**src/rtl/dq_pkg.sv**
```systemverilog
package dq_pkg;
  localparam int unsigned WORD_W    = 32;
  localparam int unsigned START_BIT = 8;
  localparam logic [1:0]  MODE_CHAIN = 2'b01;

  typedef enum logic [1:0] {
    SZ_BYTE = 2'd0,
    SZ_HALF = 2'd1,
    SZ_WORD = 2'd2,
    SZ_NONE = 2'd3
  } wr_size_e;
endpackage

```
**src/rtl/dq_ctrl_regs.sv**
```systemverilog
module dq_ctrl_regs
  import dq_pkg::*;
#(
  parameter int unsigned NUM_CH = 10,
  parameter int unsigned CH_W   = $clog2(NUM_CH)
) (
  input  logic              clk_i,
  input  logic              rst_ni,
  input  logic              wr_en_i,
  input  logic              wr_tgt_i,
  input  logic [CH_W-1:0]   wr_ch_i,
  input  logic [1:0]        wr_size_i,
  input  logic [1:0]        wr_lane_i,
  input  logic [WORD_W-1:0] wr_data_i,
  input  logic [CH_W-1:0]   rd_ch_i,
  output logic [WORD_W-1:0] rd_ctrl_o,
  output logic [WORD_W-1:0] rd_cnt_o,
  output logic              ctrl_wr_o,
  output logic              start_req_o,
  output logic              old_start_o,
  output logic              new_start_o
);
  logic [WORD_W-1:0] ctrl_q [NUM_CH];
  logic [WORD_W-1:0] cnt_q  [NUM_CH];
  logic              ch_ok, rd_ok, cnt_wr, keep_tag;
  logic [CH_W-1:0]   ch_idx;
  logic [WORD_W-1:0] cur_word, merged;
  wr_size_e          size;

  assign size     = wr_size_e'(wr_size_i);
  assign ch_ok    = {1'b0, wr_ch_i} < (CH_W+1)'(NUM_CH);
  assign rd_ok    = {1'b0, rd_ch_i} < (CH_W+1)'(NUM_CH);
  assign ch_idx   = ch_ok ? wr_ch_i : '0;
  assign cur_word = ctrl_q[ch_idx];
  assign ctrl_wr_o = wr_en_i && !wr_tgt_i && ch_ok && (size != SZ_NONE);
  assign cnt_wr    = wr_en_i &&  wr_tgt_i && ch_ok;

  always_comb begin
    merged      = cur_word;
    start_req_o = 1'b0;
    keep_tag    = 1'b0;
    unique case (size)
      SZ_BYTE: begin
        merged[8*wr_lane_i +: 8] = wr_data_i[7:0];
        start_req_o = (wr_lane_i == 2'd1) && wr_data_i[0];
      end
      SZ_HALF: begin
        merged[15:0] = wr_data_i[15:0];
        start_req_o  = wr_data_i[START_BIT];
      end
      SZ_WORD: begin
        keep_tag    = (wr_data_i[3:2] == MODE_CHAIN) && (wr_data_i[31:16] == '0);
        merged      = keep_tag ? {cur_word[31:16], wr_data_i[15:0]} : wr_data_i;
        start_req_o = wr_data_i[START_BIT];
      end
      default: ;
    endcase
  end

  assign old_start_o = cur_word[START_BIT];
  assign new_start_o = merged[START_BIT];
  assign rd_ctrl_o   = rd_ok ? ctrl_q[rd_ok ? rd_ch_i : '0] : '0;
  assign rd_cnt_o    = rd_ok ? cnt_q[rd_ok ? rd_ch_i : '0]  : '0;

  for (genvar c = 0; c < NUM_CH; c++) begin : g_ch
    logic sel;
    assign sel = (ch_idx == CH_W'(c));

    always_ff @(posedge clk_i or negedge rst_ni) begin
      if (!rst_ni) begin
        ctrl_q[c] <= '0;
        cnt_q[c]  <= '0;
      end else if (sel && ctrl_wr_o) begin
        ctrl_q[c] <= merged;
        if (cnt_q[c][31:16] != '0) cnt_q[c] <= '0;
      end else if (sel && cnt_wr) begin
        cnt_q[c] <= wr_data_i;
      end
    end

    assert_tag_kept_R4: assert property (@(posedge clk_i) disable iff (!rst_ni)
      (ctrl_wr_o && sel && keep_tag && size == SZ_WORD)
        |=> (ctrl_q[c][31:16] == $past(ctrl_q[c][31:16])));

    assert_cnt_cleared_R8: assert property (@(posedge clk_i) disable iff (!rst_ni)
      (ctrl_wr_o && sel && cnt_q[c][31:16] != '0) |=> (cnt_q[c] == '0));
  end
endmodule

```
**src/rtl/dq_start_queue.sv**
```systemverilog
module dq_start_queue #(
  parameter int unsigned NUM_CH = 10
) (
  input  logic              clk_i,
  input  logic              rst_ni,
  input  logic              en_i,
  input  logic              rise_i,
  input  logic              halt_i,
  input  logic [NUM_CH-1:0] set_i,
  output logic [NUM_CH-1:0] pend_o,
  output logic [NUM_CH-1:0] rep_launch_o
);
  logic [NUM_CH-1:0] pend_q, pick;
  logic              rep_q, fire;

  // lowest index wins
  always_comb begin
    pick = '0;
    for (int i = NUM_CH - 1; i >= 0; i--)
      if (pend_q[i]) pick = NUM_CH'(1) << i;
  end

  assign fire         = rep_q && en_i && (pend_q != '0);
  assign rep_launch_o = fire ? pick : '0;
  assign pend_o       = pend_q;

  always_ff @(posedge clk_i or negedge rst_ni) begin
    if (!rst_ni) begin
      pend_q <= '0;
      rep_q  <= 1'b0;
    end else begin
      pend_q <= (pend_q & ~rep_launch_o) | set_i;
      if (halt_i)                                   rep_q <= 1'b0;
      else if (rise_i)                              rep_q <= 1'b1;
      else if (fire && ((pend_q & ~pick) == '0))    rep_q <= 1'b0;
    end
  end

  assert_single_replay_R7: assert property (@(posedge clk_i) disable iff (!rst_ni)
    $onehot0(rep_launch_o));

  assert_replay_clears_R7: assert property (@(posedge clk_i) disable iff (!rst_ni)
    (rep_launch_o != '0) |=> ((pend_q & $past(rep_launch_o)) == '0));

  assert_no_queue_enabled_R6: assert property (@(posedge clk_i) disable iff (!rst_ni)
    en_i |=> ((pend_q & ~$past(pend_q)) == '0));
endmodule

```
**src/rtl/dma_start_queue.sv**
```systemverilog
module dma_start_queue
  import dq_pkg::*;
#(
  parameter int unsigned NUM_CH = 10,
  parameter int unsigned CH_W   = $clog2(NUM_CH)
) (
  input  logic              clk_i,
  input  logic              rst_ni,
  input  logic              wr_en_i,
  input  logic              wr_tgt_i,
  input  logic [CH_W-1:0]   wr_ch_i,
  input  logic [1:0]        wr_size_i,
  input  logic [1:0]        wr_lane_i,
  input  logic [31:0]       wr_data_i,
  input  logic              gctl_we_i,
  input  logic [31:0]       gctl_data_i,
  output logic [31:0]       gctl_o,
  input  logic [CH_W-1:0]   rd_ch_i,
  output logic [31:0]       rd_ctrl_o,
  output logic [31:0]       rd_cnt_o,
  output logic [NUM_CH-1:0] pend_o,
  output logic [NUM_CH-1:0] launch_o,
  output logic              busy_err_o
);
  logic [31:0]       gctl_q;
  logic              en_q, ctrl_wr, start_req, old_start, new_start, rise, halt;
  logic [NUM_CH-1:0] ch_vec, imm_vec, set_vec, rep_launch, launch_q;
  logic              err_q;

  dq_ctrl_regs #(.NUM_CH(NUM_CH), .CH_W(CH_W)) u_regs (
    .clk_i, .rst_ni, .wr_en_i, .wr_tgt_i, .wr_ch_i, .wr_size_i, .wr_lane_i,
    .wr_data_i, .rd_ch_i, .rd_ctrl_o, .rd_cnt_o,
    .ctrl_wr_o(ctrl_wr), .start_req_o(start_req),
    .old_start_o(old_start), .new_start_o(new_start)
  );

  assign en_q    = gctl_q[0];
  assign rise    = gctl_we_i && !en_q && gctl_data_i[0];
  assign halt    = gctl_we_i && !gctl_data_i[0];
  assign ch_vec  = NUM_CH'(1) << wr_ch_i;
  assign imm_vec = (ctrl_wr && new_start && en_q) ? ch_vec : '0;
  assign set_vec = (ctrl_wr && start_req && !en_q) ? ch_vec : '0;

  dq_start_queue #(.NUM_CH(NUM_CH)) u_queue (
    .clk_i, .rst_ni, .en_i(en_q), .rise_i(rise), .halt_i(halt),
    .set_i(set_vec), .pend_o, .rep_launch_o(rep_launch)
  );

  always_ff @(posedge clk_i or negedge rst_ni) begin
    if (!rst_ni) begin
      gctl_q   <= '0;
      launch_q <= '0;
      err_q    <= 1'b0;
    end else begin
      if (gctl_we_i) gctl_q <= gctl_data_i;
      launch_q <= imm_vec | rep_launch;
      err_q    <= ctrl_wr && start_req && old_start && en_q;
    end
  end

  assign gctl_o     = gctl_q;
  assign launch_o   = launch_q;
  assign busy_err_o = err_q;

  assert_launch_needs_en_R5: assert property (@(posedge clk_i) disable iff (!rst_ni)
    (launch_o != '0) |-> $past(en_q));

  assert_busy_needs_en_R9: assert property (@(posedge clk_i) disable iff (!rst_ni)
    busy_err_o |-> $past(en_q));

  assert_pulse_width_R9: assert property (@(posedge clk_i) disable iff (!rst_ni)
    busy_err_o |-> $past(ctrl_wr));
endmodule

```
**config.mk**
```make
export PLATFORM = sky130hd
export DESIGN_NAME = dma_start_queue
export DESIGN_NICKNAME = d
export VERILOG_FILES = /design/src/rtl/dq_pkg.sv /design/src/rtl/dq_ctrl_regs.sv /design/src/rtl/dq_start_queue.sv /design/src/rtl/dma_start_queue.sv
export SDC_FILE = /design/constraint.sdc
export NUM_CORES = 1
export LEC_CHECK = 0
export BUFFER_PORTS_ARGS = -buffer_cell sky130_fd_sc_hd__buf_2
export CORE_ASPECT_RATIO = 1.2
export CORE_UTILIZATION = 53
export CTS_CLUSTER_SIZE = 30
export DETAILED_ROUTE_END_ITERATION = 16
export GPL_TIMING_DRIVEN = 1
export PLACE_DENSITY_LB_ADDON = 0.08
export SLEW_MARGIN = 20
export SYNTH_ARGS = -nofsm -noshare
export SYNTH_HDL_FRONTEND = slang
export SYNTH_SLANG_ARGS = --single-unit
```
**constraint.sdc**
```tcl
create_clock -name clk_i -period 2.2 [get_ports clk_i]
set_input_delay 0.33 -clock clk_i [delete_from_list [all_inputs] [get_ports clk_i]]
set_output_delay 0.33 -clock clk_i [all_outputs]
set_load 0.1 [all_outputs]
```
Word-level counts from Yosys, hierarchy flattened
Index checks and enable logic that the tools add are counted.
W data, S select, Z words.
- register bits after elaboration: 694
- bits in latches: 0
- memory bits (writable): 0
- memory bits (read-only): 0
- input port bits: 81
- output and inout port bits: 117
- logic and storage cells: 208
- memories: 0
- $add $sub $neg: 1
- multiply operators: 0
- div/mod/pow operators: 0
- $lt $le $gt $ge: 4
- equality and inequality tests: 24
- shift operators: 3
- mux-type cells: 64
- bitwise gates (word level): 8
- reductions and logical operators: 79
- operators with widths (kind ; count):
    $mux W32 ; 39
    $bmux W32 S4 ; 3
    $reduce_bool A16 Y1 ; 10
    $mux W10 ; 13
    $pmux W16 S3 ; 1
    $logic_and A1 B1 Y1 ; 39
    $neg A5 Y34 ; 1
    $shift A8 B34 Y32 const A ; 1
    $shiftx A8 B34 Y32 ; 1
    $bwmux W32 ; 1
    $pmux W16 S2 ; 1
    $ne A2 B2 Y1 const B ; 11
    $and A10 B10 Y10 ; 2
    $not A10 Y10 ; 2
    $or A10 B10 Y10 ; 2
    $reduce_and A2 Y1 ; 10
    $reduce_bool A2 Y1 ; 10
    $eq A4 B3 Y1 const B ; 4
    $logic_not A16 Y1 ; 1
    $ge A5 B5 Y1 const B ; 2
    $logic_not A10 Y1 ; 1
    $not A4 Y5 ; 2
    $reduce_bool A10 Y1 ; 1
    $shl A1 B4 Y10 const A ; 1
    other kinds (14) ; 24

Logic depth before layout (Yosys ltp)
- depth after elaboration: 17
- gate-level depth with buffers: 11
- gate-level depth less buffers: 8

By module
Synthesis repeated with hierarchy kept, for this count alone.
- cell total of the unflattened synthesis: 3323
- area total of the unflattened synthesis: 35340.1 um2
- modules (own cells, without submodules) (module ; instances ; cells an instance ; area each (um2) ; seq. area each (um2)):
    dq_ctrl_regs ; 1 ; 3129 ; 32752.7 ; 16015.4
    dma_start_queue ; 1 ; 122 ; 1933.1 ; 1076.0
    dq_start_queue ; 1 ; 72 ; 654.4 ; 275.3

Least setup slack after synthesis
Ideal clock, no wire load.
- path type: input-to-output
- from: input port rd_ch_i[0]
- to: output port rd_cnt_o[20]
- arrival: 3.670 ns
- data required time: 1.870 ns
- path slack: -1.800 ns
- stages on the path: 6
- path buffers: 4
- cell sequence: buf_2 buf_2 clkbuf_1 clkbuf_1 mux2i_1 o21ai_0
- cells in the longest elaborated chain, start to end: 7
- ends and longest elaborated chain (element ; line ; text):
    from (decl) ; dma_start_queue.sv:18 ; input logic [CH_W-1:0] rd_ch_i,
    $lt A4 B4 Y1 ; dq_ctrl_regs.sv:32 ; assign rd_ok = {1'b0, rd_ch_i} < (CH_W+1)'(NUM_CH);
    $mux W4 ; dq_ctrl_regs.sv:63 ; assign rd_cnt_o = rd_ok ? cnt_q[rd_ok ? rd_ch_i : '0] : '0;
    $not A4 Y5 ; dq_ctrl_regs.sv:63 ;
    $bmux W32 S4 ; dq_ctrl_regs.sv:63 ;
    $mux W32 (2 in series) ; dq_ctrl_regs.sv:63 ;
    $mux W32 (*) ; dq_ctrl_regs.sv:63 ;
    to (decl) ; dma_start_queue.sv:20 ; output logic [31:0] rd_cnt_o,
Mark *: on every way between the ends. The rest lies on a longest branch, timed or not. The select of a mux whose other input is x is not followed.

Worst setup path after layout
- from: input port rd_ch_i[2]
- to: output port rd_cnt_o[28]
The elaborated chain is that of the path after synthesis.

==> flow_metrics.tcl <==
set metrics [dict create \
    synth_common_cells "dfrtp_1, nand2_1, a22o_1" \
    die_h_um 277 \
    yosys.area.top_type "dfrtp_1" \
    crit_top_cell "buf_12" \
    io_buffers 197 \
    seq_area_frac_synth_pct 52.1 \
    vias 28900 \
    ys_ff_latch 694 \
    rows 100 \
    worst_slack_ns -0.410 \
    start_util_pct 53.7 \
    total_leakage_power_nw 19.5 \
    postRouteWirelength_mm 120 \
    syn_inst 3020 \
    r2r_slack_ns 0.07 \
    core_area_um2 62100 \
    cp.buffers_inverters 5 \
    drc_errors 0 \
    min_period_ns 2.61 \
    synthDistinctLibCells 62 \
    wl_per_cell_um 27.6 \
    htree_levels 3 \
    drt_iter0_markers 3050 \
    yosys-top-cells-area "dfrtp_1, a22o_1, mux4_2" \
    cts_tree "done" \
    crit_chain "buf_8 -> o21ai_4 -> and2_4 -> buf_12 -> buf_12 -> buf_8 -> mux4_2 -> a22oi_2 -> o21ai_4 -> buf_12" \
    worstMarginPinSlew_ns 0.790 \
    p_per_area_nw_per_um2 930 \
    maxSlewHeadroom_pct 47.4 \
    synth_ff_type "dfrtp_1" \
    irDropWorstVdd_v 0.000753 \
    cts-root-buf "clkbuf_16" \
    grt_usage_pct 37.8 \
    min_period_over_period_pct 119 \
    syn_nets 3109 \
    pin_count 198 \
    grt_pass1_vias 29800 \
    fin_skew_ns 0.0285 \
    grt_overflow 0 \
    rsz0062_at_grt "yes" \
    critPathRequiredTime_ns 1.87 \
    clk_latency_ns 0.63 \
    die_width_um 231 \
    dieArea_um2 63900 \
    viasPerCell 6.69 \
    fillerInstances 4502 \
    clock_path_buffers 3 \
    clk_pin_slew_ns 0.06 \
    synth_warnings 0 \
    gp_congestion 0.962 \
    clock.fmax_mhz 383 \
    final_cell_count_no_fill 4327 \
    yosysMostFrequentCell "dfrtp_1" \
    critPathMaxFanout 6 \
    cp-start-kind "input pin" \
    clock-sinks 694 \
    critPathKind "in -> out" \
    cp_data_arrival_time_ns 2.28 \
    synthArstFlopShare_pct 100 \
    dr.pass1.iters 6 \
    syn_avg_cell_area_um2 11.0 \
    synth-edff-count 0 \
    grt_pass1_wl_mm 182 \
    hold_class "in -> reg" \
    grt_max_degree 74 \
    dpl.cell_count 4127 \
    post-dp-hpwl_mm 78.5 \
    critPathMaxStageDelay_ns 0.51 \
    antenna_left 0 \
    p_total_mw 40.3 \
    outcome "finished with violations" \
    nNetsFinal 3537 \
    cp-end-kind "primary output" \
    finalHoldViolCount 0 \
    syn_area_um2 33300 \
    fin_util_pct 69.9 \
    areaGrowthSynthToFinish_pct 30.1 \
    setup_violations 64 \
    regArea_um2 17400 \
    maxSlewViolCount 0 \
    crit_family "buffers and inverters" \
    drive_gt1_share_pct 32.0 \
    crit_path_top_delay_cell "mux4_2" \
    yosysTopAreaCellShare_pct 52.1 \
    multi_input_area_um2 16000 \
    drv_cap 0 \
    cts_buffers 72 \
    violations "negative setup slack" \
    antenna_found_initial 6 \
]
power by group:
part           switching, mW  internal, mW
clock                   5.34          7.43
sequential              1.84          15.1
combinational           6.05          4.59
final timing paths:
path | end | cells after the start | from
setup / recovery | rd_cnt_o[28] | 10 | rd_ch_i[2]
hold / removal | u_regs.cnt_q[75] | 2 | wr_data_i[11]
setup reg to reg | u_regs.cnt_q[153] | 7 | u_regs.cnt_q[150]
hold reg to reg | u_regs.cnt_q[295] | 1 | u_regs.cnt_q[295]
max in group asynchronous | u_regs.ctrl_q[118] | 4 | rst_ni
min in group asynchronous | u_regs.cnt_q[20] | 2 | rst_ni
cell type report:
| type | count | area share, % |
|---|---|---|
| sequential | 694 | 40.1 |
| clock buffer | 96 | 4.84 |
| clock inverter | 35 | 0.816 |
| inverter | 14 | 0.121 |
| tap | 816 | 2.35 |
| timing repair buffer | 641 | 14.9 |
| multi-input combinational | 2025 | 36.9 |
| antenna | 6 | 0.0346 |
cell families after synthesis:
kind of cell,share of synthesized area [%]
flip-flops,52.1
AND/OR/NAND/NOR,8.92
XOR/XNOR,0.0263
buffers and inverters,3.69
adder cells (fa/ha/maj),0.330
AO/OA/AOI/OAI,22.1
multiplexers,12.8
per-layer routing:
metal	global-route usage, %	routed length [um]
met1	47.0	43900
met2	60.7	57600
met3	6.64	9620
met4	25.1	8450
met5	0	0
flip-flops by register name, indices dropped and copies added, names as in the netlist:
signal	flops
busy_err_o	1
u_queue.rep_q	1
gctl_o	32
u_regs.ctrl_q	320
u_queue.pend_o	10
launch_o	10
u_regs.cnt_q	320
worst register-to-register path, delay by kind of cell (launching register included):
family	cells	cell delay [ns]
AOI/OAI and AO/OA	2	0.48
buffers and inverters	3	0.64
and+or+nand+nor	2	0.54
DFF	1	0.41
per-stage QoR:
stage	TNS, ns	worst slack, ns	instance area, um2	hold slack (ns)
2_1_floorplan	-0.600	-0.0118	34500	0.0344
3_3_place_gp	-56.03	-0.476	39300	0.311
3_5_place_dp	-56.44	-0.497	39400	0.316
4_1_cts	-21.35	-0.403	43100	0.172
5_1_grt	-23.68	-0.439	43400	0.203
6_report	-21.40	-0.410	43400	0.210
cells in the final DEF (no fill, tap or decap), types with 64 or more instances in the layout:
cell type  count
a22o_1       336
nor2_1       106
buf_2        128
a22oi_2       70
mux2_2        81
clkbuf_16     78
o21ai_4       64
buf_4        321
a21oi_1      110
mux4_2        95
o21ai_0      219
buf_12       130
mux2i_1      122
nand2_1      378
dfrtp_1      684
timing repair:
| action | CTS | global route |
|---|---|---|
| resized for setup | 204 | 38 |
| pin swaps | 17 | 11 |
| hold buffers | 33 | 0 |
| buffers inserted | 19 | 9 |
| setup endpoints to repair | 126 | 94 |
| endpoints found under the hold margin | 75 | 0 |
| cloned | 2 | 2 |
Note: power is estimated with default switching activity, not from simulation.
